[src/rtl/dispctl_regport.sv]
module dispctl_regport #(
  parameter int          SCRATCH_N  = 16,
  parameter int          MAX_W      = 2360,
  parameter int          MAX_H      = 1770,
  parameter logic [31:0] RING_LIMIT = 32'h0001_0000,
  parameter logic [31:0] RING_GAP   = 32'd10240,
  parameter int          ADDR_W     = 4
) (
  input  logic              clk,
  input  logic              rst_n,
  input  logic [ADDR_W-1:0] bus_addr,
  input  logic              bus_wr,
  input  logic [31:0]       bus_wdata,
  output logic [31:0]       bus_rdata,
  input  logic [31:0]       ring_min,
  input  logic [31:0]       ring_max,
  input  logic [31:0]       ring_next,
  input  logic [31:0]       ring_stop,
  input  logic              cmd_idle,
  output logic              mode_enable,
  output logic              cfg_done,
  output logic [11:0]       mode_width,
  output logic [10:0]       mode_height,
  output logic [5:0]        mode_bpp,
  output logic              cmd_kick
);
  localparam logic [31:0] IX_ID     = 32'd0;
  localparam logic [31:0] IX_EN     = 32'd1;
  localparam logic [31:0] IX_W      = 32'd2;
  localparam logic [31:0] IX_H      = 32'd3;
  localparam logic [31:0] IX_MAXW   = 32'd4;
  localparam logic [31:0] IX_MAXH   = 32'd5;
  localparam logic [31:0] IX_DEPTH  = 32'd6;
  localparam logic [31:0] IX_BPP    = 32'd7;
  localparam logic [31:0] IX_BPL    = 32'd12;
  localparam logic [31:0] IX_CFG    = 32'd20;
  localparam logic [31:0] IX_SYNC   = 32'd21;
  localparam logic [31:0] IX_BUSY   = 32'd22;
  localparam logic [31:0] IX_CID    = 32'd24;
  localparam logic [31:0] IX_CX     = 32'd25;
  localparam logic [31:0] IX_CY     = 32'd26;
  localparam logic [31:0] IX_CON    = 32'd27;
  localparam logic [31:0] IX_SSIZE  = 32'd29;
  localparam logic [31:0] SCR_BASE  = 32'd1792;
  localparam int          SCR_W     = (SCRATCH_N > 1) ? $clog2(SCRATCH_N) : 1;
  localparam logic [31:0] ID_BASE   = 32'h9000_0000;

  logic [31:0] index_q, id_q, cur_id_q, cur_x_q, cur_y_q;
  logic        busy_q, cur_vis_q;
  logic [31:0] scratch_q [SCRATCH_N];

  wire val_wr   = bus_wr && (bus_addr == ADDR_W'(1));
  wire [31:0] scr_diff = index_q - SCR_BASE;
  wire in_scr   = scr_diff < 32'(SCRATCH_N);
  wire [SCR_W-1:0] scr_sel = SCR_W'(scr_diff);

  wire [1:0] align_or = ring_min[1:0] | ring_max[1:0] | ring_next[1:0] | ring_stop[1:0];
  wire ring_ok = (align_or == 2'b00) && (ring_max <= RING_LIMIT) &&
                 ({1'b0, ring_max} >= {1'b0, ring_min} + {1'b0, RING_GAP}) &&
                 (ring_next >= ring_min) && (ring_next < ring_max) &&
                 (ring_stop >= ring_min) && (ring_stop < ring_max);

  wire bpp_ok = (bus_wdata == 32'd8) || (bus_wdata == 32'd16) || (bus_wdata == 32'd32);
  wire id_ok  = (bus_wdata == ID_BASE) || (bus_wdata == ID_BASE + 32'd1) ||
                (bus_wdata == ID_BASE + 32'd2);

  always_ff @(posedge clk) begin
    if (!rst_n) begin
      index_q     <= '0;
      id_q        <= ID_BASE + 32'd2;
      mode_enable <= 1'b0;
      cfg_done    <= 1'b0;
      mode_width  <= '0;
      mode_height <= '0;
      mode_bpp    <= 6'd32;
      busy_q      <= 1'b0;
      cmd_kick    <= 1'b0;
      cur_id_q    <= '0;
      cur_x_q     <= '0;
      cur_y_q     <= '0;
      cur_vis_q   <= 1'b0;
    end else begin
      cmd_kick <= 1'b0;
      if (cmd_idle) busy_q <= 1'b0;
      if (bus_wr && bus_addr == ADDR_W'(0)) index_q <= bus_wdata;
      if (val_wr) begin
        case (index_q)
          IX_ID:   if (id_ok) id_q <= bus_wdata;
          IX_EN:   mode_enable <= bus_wdata[0];
          IX_W:    if (bus_wdata <= 32'(MAX_W)) mode_width <= bus_wdata[11:0];
          IX_H:    if (bus_wdata <= 32'(MAX_H)) mode_height <= bus_wdata[10:0];
          IX_BPP:  if (bpp_ok) mode_bpp <= bus_wdata[5:0];
          IX_CFG:  cfg_done <= (bus_wdata != 32'd0) && ring_ok;
          IX_SYNC: begin busy_q <= 1'b1; cmd_kick <= 1'b1; end
          IX_CID:  cur_id_q <= bus_wdata;
          IX_CX:   cur_x_q <= bus_wdata;
          IX_CY:   cur_y_q <= bus_wdata;
          IX_CON:  begin
            if (bus_wdata == 32'd1) cur_vis_q <= 1'b1;
            else if (bus_wdata == 32'd0) cur_vis_q <= 1'b0;
          end
          default: ;
        endcase
      end
    end
  end

  for (genvar i = 0; i < SCRATCH_N; i++) begin : g_scr
    always_ff @(posedge clk) begin
      if (!rst_n) scratch_q[i] <= '0;
      else if (val_wr && in_scr && scr_sel == SCR_W'(i)) scratch_q[i] <= bus_wdata;
    end
  end

  logic [31:0] value_rd;
  wire  [31:0] bpl = (32'(mode_width) * 32'(mode_bpp)) >> 3;

  always_comb begin
    case (index_q)
      IX_ID:    value_rd = id_q;
      IX_EN:    value_rd = 32'(mode_enable);
      IX_W:     value_rd = 32'(mode_width);
      IX_H:     value_rd = 32'(mode_height);
      IX_MAXW:  value_rd = 32'(MAX_W);
      IX_MAXH:  value_rd = 32'(MAX_H);
      IX_DEPTH: value_rd = (mode_bpp == 6'd32) ? 32'd24 : 32'(mode_bpp);
      IX_BPP:   value_rd = 32'(mode_bpp);
      IX_BPL:   value_rd = bpl;
      IX_CFG:   value_rd = 32'(cfg_done);
      IX_BUSY:  value_rd = 32'(busy_q);
      IX_CID:   value_rd = cur_id_q;
      IX_CX:    value_rd = cur_x_q;
      IX_CY:    value_rd = cur_y_q;
      IX_CON:   value_rd = 32'(cur_vis_q);
      IX_SSIZE: value_rd = 32'(SCRATCH_N);
      default:  value_rd = in_scr ? scratch_q[scr_sel] : 32'd0;
    endcase
  end

  always_comb begin
    case (bus_addr)
      ADDR_W'(0): bus_rdata = index_q;
      ADDR_W'(1): bus_rdata = value_rd;
      ADDR_W'(2): bus_rdata = 32'd0;
      default:    bus_rdata = 32'hFFFF_FFFF;
    endcase
  end

  p_width_bound_r3: assert property (@(posedge clk) disable iff (!rst_n)
    32'(mode_width) <= 32'(MAX_W));
  p_height_bound_r3: assert property (@(posedge clk) disable iff (!rst_n)
    32'(mode_height) <= 32'(MAX_H));
  p_bpp_legal_r4: assert property (@(posedge clk) disable iff (!rst_n)
    mode_bpp == 6'd8 || mode_bpp == 6'd16 || mode_bpp == 6'd32);
  p_cfg_rise_legal_r7: assert property (@(posedge clk) disable iff (!rst_n)
    $rose(cfg_done) |-> $past(ring_max) <= RING_LIMIT && $past(ring_min[1:0]) == 2'b00);
  p_kick_busy_r8: assert property (@(posedge clk) disable iff (!rst_n)
    cmd_kick |-> busy_q);
  p_cursor_hide_r9: assert property (@(posedge clk) disable iff (!rst_n)
    (val_wr && index_q == IX_CON && bus_wdata == 32'd0) |=> !cur_vis_q);
endmodule

[config.mk]
export PLATFORM = sky130hd
export DESIGN_NAME = dispctl_regport
export DESIGN_NICKNAME = d
export VERILOG_FILES = /design/src/rtl/dispctl_regport.sv
export SDC_FILE = /design/constraint.sdc
export NUM_CORES = 2
export LEC_CHECK = 0
export BUFFER_PORTS_ARGS = -buffer_cell sky130_fd_sc_hd__buf_2
export CAP_MARGIN = 20
export CELL_PAD_IN_SITES_DETAIL_PLACEMENT = 1
export CELL_PAD_IN_SITES_GLOBAL_PLACEMENT = 1
export CORE_MARGIN = 2
export CORE_UTILIZATION = 45
export CTS_BUF_LIST = sky130_fd_sc_hd__clkbuf_8
export DETAILED_ROUTE_END_ITERATION = 8
export GPL_TIMING_DRIVEN = 0
export PLACE_DENSITY_LB_ADDON = 0.1
export SLEW_MARGIN = 40
export SYNTH_ARGS = -nofsm -noshare
export SYNTH_HDL_FRONTEND = slang
export SYNTH_SLANG_ARGS = --single-unit
[constraint.sdc]
create_clock -name clk -period 5 [get_ports clk]
set_clock_uncertainty 0.05 [all_clocks]
set_input_delay 0.5 -clock clk [delete_from_list [all_inputs] [get_ports clk]]
set_output_delay 0.5 -clock clk [all_outputs]
set_load 0.05 [all_outputs]
==> results.txt <==
The chip height is roughly 300 microns. STA classifies the critical path endpoint as a primary output. The via count normalized by instance count came out at around 6. The clock share of power came out at ~40%. The flip-flop and latch count after synthesis came out at 706. Dividing the final minimum period by the clock period gives 116%. The total standard cell area after synthesis is 0.0378 sq mm. The net switching power came out at 3.50 mW. The tree is rooted in a sky130_fd_sc_hd__clkbuf_8. The final number of setup-violating endpoints came out at 13. The number of distinct library cell variants in the gate-level netlist after synthesis came out at 85. For this block, the routed nets add up to 157 mm of wire. The number of slew-limit violations in the final report came out at 0. The clock insertion delay at the later pin of the skew report is approximately 770 ps.

The initial cell density of the core came out at around 45%. The maximum cell stage delay along the critical path came out at 580 ps. The area fraction of the dominant cell type after synthesis came out at 40.7%.

Global routing consumed, over all layers together, a little over a third of the routing resources. The worst setup path is launched from a flop. The total power divided by cell area is about 290 mW/mm^2. The number of buffers inserted during clock tree synthesis came out at 120. Combinational cells account for between 10% and 20% of the total power. The async set-reset flop share out of synthesis came out at 0%. The number of synthesized flops with an enable pin came out at 512. The run finished, with violations left.

The sequential element share of the synthesized area is 51.0%. The internal power consumption is slightly above 9 mW. For this design the static power due to leakage is 17.0 nW.

After the last flow step, the layout net total stands at roughly 4200. The category of the critical setup timing path is reg2out. The number of instances in the synthesized netlist came out at 3365.

Setup repair after global routing could not meet its margin everywhere. The commonest cells after synthesis are sky130_fd_sc_hd__edfxtp_1 (512), sky130_fd_sc_hd__nor2_1 (468), sky130_fd_sc_hd__nand2_1 (461). The total die area came out at 0.0863 sq mm. The final antenna-violating net count is 0.

The cell with the biggest individual delay on the critical path is sky130_fd_sc_hd__fa_1. The average instance area after synthesis is between 10 and 15 sq um. Summing internal, switching and leakage power gives 12.8 mW.

The number of cell rows is about 110. The fraction of final layout cells with drive strength greater than 1 came out at roughly 23%. The leftover overflow at the end of global routing is 0.

The critical path arrival is 5240 ps. The worst hold path belongs to the class in2reg. The final design instance area without fill is 0.0449 sq mm.

The cell type contributing the most total cell area after synthesis is sky130_fd_sc_hd__edfxtp_1. The average routed wire per standard cell is roughly 32 microns. The clock input transition at the sequential cells of the worst setup and hold paths is roughly 60 ps. The required time reported for the critical path endpoint is around 4500 ps. The most repeated cell in the gate-level netlist after synthesis is sky130_fd_sc_hd__edfxtp_1. The via count of the first global-routing pass came to roughly 33000. The checks that failed: negative setup slack. The HPWL after detailed placement is 118 mm. Counting along the longest clock path gives a buffer depth of 3. The violation count after the first detailed-route iteration came out at ~3000. The width of the die is just under 300 microns. For this run, design rule violations remaining after detail routing come to 0. The hold violation total from the final report came out at 0.

The number of maximum-capacitance constraint violations is 0. Counting stages on the worst path, the most repeated cell is sky130_fd_sc_hd__fa_1. In this design, the largest share of critical-path delay is due to adder cells. The filler cell count is 8834.

The initial antenna violation count is 8. The routed via count came out at 30700. The number of top-level design ports is 232. The number of I/O port buffers is 223. The maximum number of pins on one net before global-route repair is 26. The final non-filler cell total came out at ~5000. Along the worst path, the maximum fanout reaches 6.

The synthesized netlist net count is 3759. The placed instance count is around 4700. The sequential cell fraction of total power is 50.3%. For the pin with the worst max-slew slack, the measured transition is between 900 and 1000 ps. The detailed-router iteration count before antenna repair came out at 6. The largest voltage drop on the vdd net is 205 uV.

The maximum clock rate is around 170 MHz. Across all setup checks in the final design, the least slack found is -794 ps. The global placer's final weighted congestion came out at 0.958.

Cells fill between 50% and 60% of the core in the end. The placeable core area came out at 0.0834 sq mm. The multi-input combinational cell area is between 0.015 and 0.02 sq mm. Counting both buffers and inverters, the worst setup path holds a total of 4. In this run the tightest slew margin relative to its limit is 35.3%. The warning count from the yosys run came out at 0. The signal on the critical path passes through clkbuf_16 -> and2_1 -> fa_1 -> fa_1 -> inv_2 -> fa_1 -> inv_2 -> ha_4 -> a21oi_2 -> nor2b_1 -> a311o_1 -> a31oi_4 -> xor2_2 -> nor2_2 -> a2111oi_4 -> a31oi_4 -> buf_6.

From synthesis to final layout, the design area changed by 18.8%. Sorting the synthesized cells by area gives the leading types as sky130_fd_sc_hd__edfxtp_1 (41%), sky130_fd_sc_hd__dfxtp_1 (10%), sky130_fd_sc_hd__mux4_2 (9.5%). The flip-flop and latch area is 0.0193 sq mm. The final critical path time including I/O delays and setup came out at 5790 ps.

The clock sink count came out at a little over 700. The H-tree level count came out at 3. The wire length of the first global-routing pass came out at 226 mm. Among all flip-flop cells after synthesis, the most frequent one is sky130_fd_sc_hd__edfxtp_1. The net switching fraction of the power came out at between 20% and 30%. The tightest hold margin is 40.0 ps. The CTS tree is yes.

The instance area at placement came out at 0.0414 sq mm.
-- placed cells by master (no fill, tap or decap), types with 15 or more instances in the layout --
master,n
sky130_fd_sc_hd__clkinv_1,24
sky130_fd_sc_hd__mux2i_1,41
sky130_fd_sc_hd__inv_1,171
sky130_fd_sc_hd__nand3_1,29
sky130_fd_sc_hd__o21ai_0,46
sky130_fd_sc_hd__nor2_1,465
sky130_fd_sc_hd__clkbuf_8,125
sky130_fd_sc_hd__a21boi_1,90
sky130_fd_sc_hd__clkinv_2,15
sky130_fd_sc_hd__xnor2_1,22
sky130_fd_sc_hd__and2_1,144
sky130_fd_sc_hd__dfxtp_1,176
sky130_fd_sc_hd__buf_2,273
sky130_fd_sc_hd__dlygate4sd3_1,19
sky130_fd_sc_hd__buf_4,26
sky130_fd_sc_hd__clkbuf_2,40
sky130_fd_sc_hd__buf_6,24
sky130_fd_sc_hd__nand4_1,33
sky130_fd_sc_hd__nor3_1,27
sky130_fd_sc_hd__ha_1,174
sky130_fd_sc_hd__a221oi_1,42
sky130_fd_sc_hd__edfxtp_1,512
sky130_fd_sc_hd__a21oi_1,76
sky130_fd_sc_hd__a21o_1,38
sky130_fd_sc_hd__a21boi_0,38
sky130_fd_sc_hd__nor4_1,24
sky130_fd_sc_hd__mux4_2,160
sky130_fd_sc_hd__nor2b_1,42
sky130_fd_sc_hd__nand2_1,450
sky130_fd_sc_hd__a22o_1,21
sky130_fd_sc_hd__fa_1,39
sky130_fd_sc_hd__clkbuf_1,120
sky130_fd_sc_hd__and3_1,38
sky130_fd_sc_hd__buf_8,27
sky130_fd_sc_hd__o21ai_4,16
-- flip-flops by register name, summed over array words and instances (netlist names), 6 cells and up --
name and count:
cur_id_q 32, cur_x_q 32, cur_y_q 32, id_q 32, index_q 32, mode_bpp 6
mode_height 11, mode_width 12, scratch_q 512
-- metrics by stage --
step / TNS, ps / setup WS (ps)
finish: -7470 / -794
global placement: -1483900 / -4240
global route: -8550 / -852
floorplan: -27.9 / -27.9
CTS: -7620 / -826
detailed placement: -5890 / -1140
-- metal layers --
metal	share of wire [%]	track usage [%]	up-vias
met1	39	46.5	15800
met4	4.7	16.2	4
li1	-	-	13000
met2	48	60.5	1548
met3	8.2	6.74	384
met5	0.014	0	-
-- final timing paths --
check                           start                       endpoint  slack (ps)  cells past startpoint
max reg2reg   index_q[1]$_SDFFE_PN0P_  scratch_q[6][3]$_SDFFCE_PN0P_         790                      9
max          mode_bpp[2]$_SDFFE_PN0P_                  bus_rdata[10]        -790                     17
min reg2reg  cur_y_q[21]$_SDFFE_PN0P_       cur_y_q[21]$_SDFFE_PN0P_         400                      2
min                     bus_wdata[14]       cur_y_q[14]$_SDFFE_PN0P_          40                      3
-- worst reg2reg max path, cell delays in order, from the launching register on --
cell and delay, ps:
sky130_fd_sc_hd__dfxtp_1 500, sky130_fd_sc_hd__buf_2 360, sky130_fd_sc_hd__buf_2 410, sky130_fd_sc_hd__clkdlybuf4s15_2 540, sky130_fd_sc_hd__nor2b_1 210, sky130_fd_sc_hd__clkbuf_2 400, sky130_fd_sc_hd__nand2_1 270, sky130_fd_sc_hd__clkbuf_1 480
sky130_fd_sc_hd__nand2_4 370, sky130_fd_sc_hd__buf_12 270
-- power groups by stage --
stage	Sequential, mW	Combinational (mW)	Clock, mW
after floorplan	6.55	0.666	0
after global placement	6.59	1.16	0
after detailed placement	6.57	1.29	0
after CTS	6.44	1.33	5.02
after global routing	6.45	1.44	5.26
final	6.44	1.37	4.99
-- area by class of cell --
cell class	instances	share of cell area, %
Antenna cell	4	0.0223
Buffer	240	2.57
Clock buffer	124	3.80
Clock inverter	94	1.20
Inverter	133	1.11
Multi-Input combinational cell	2285	39.8
Sequential cell	706	43.0
Tap cell	1080	3.01
Timing Repair Buffer	318	5.50
-- cells by family (layout without fill, tap and decap cells) --
kind of cell / after synthesis / in the layout / share of synthesized area, %
muxes: 202 / 202 / 10.7
buffers and inverters: 374 / 909 / 3.98
AOI/OAI and AO/OA: 480 / 480 / 8.92
and+or+nand+nor: 1346 / 1346 / 16.5
adders and majority gates: 226 / 226 / 8.30
xor gates and xnor gates: 31 / 31 / 0.718
other: 0 / 4 / 0
DFF: 706 / 706 / 51.0
-- what timing repair did --
item | in CTS | in global routing
hold buffers | 19 | 0
pin swaps | 63 | 28
setup endpoints to repair | 20 | 17
endpoints found under the hold margin | 19 | 0
resized for setup | 149 | 27
setup buffers | 22 | 6
Note: power is estimated with default switching activity, not from simulation.
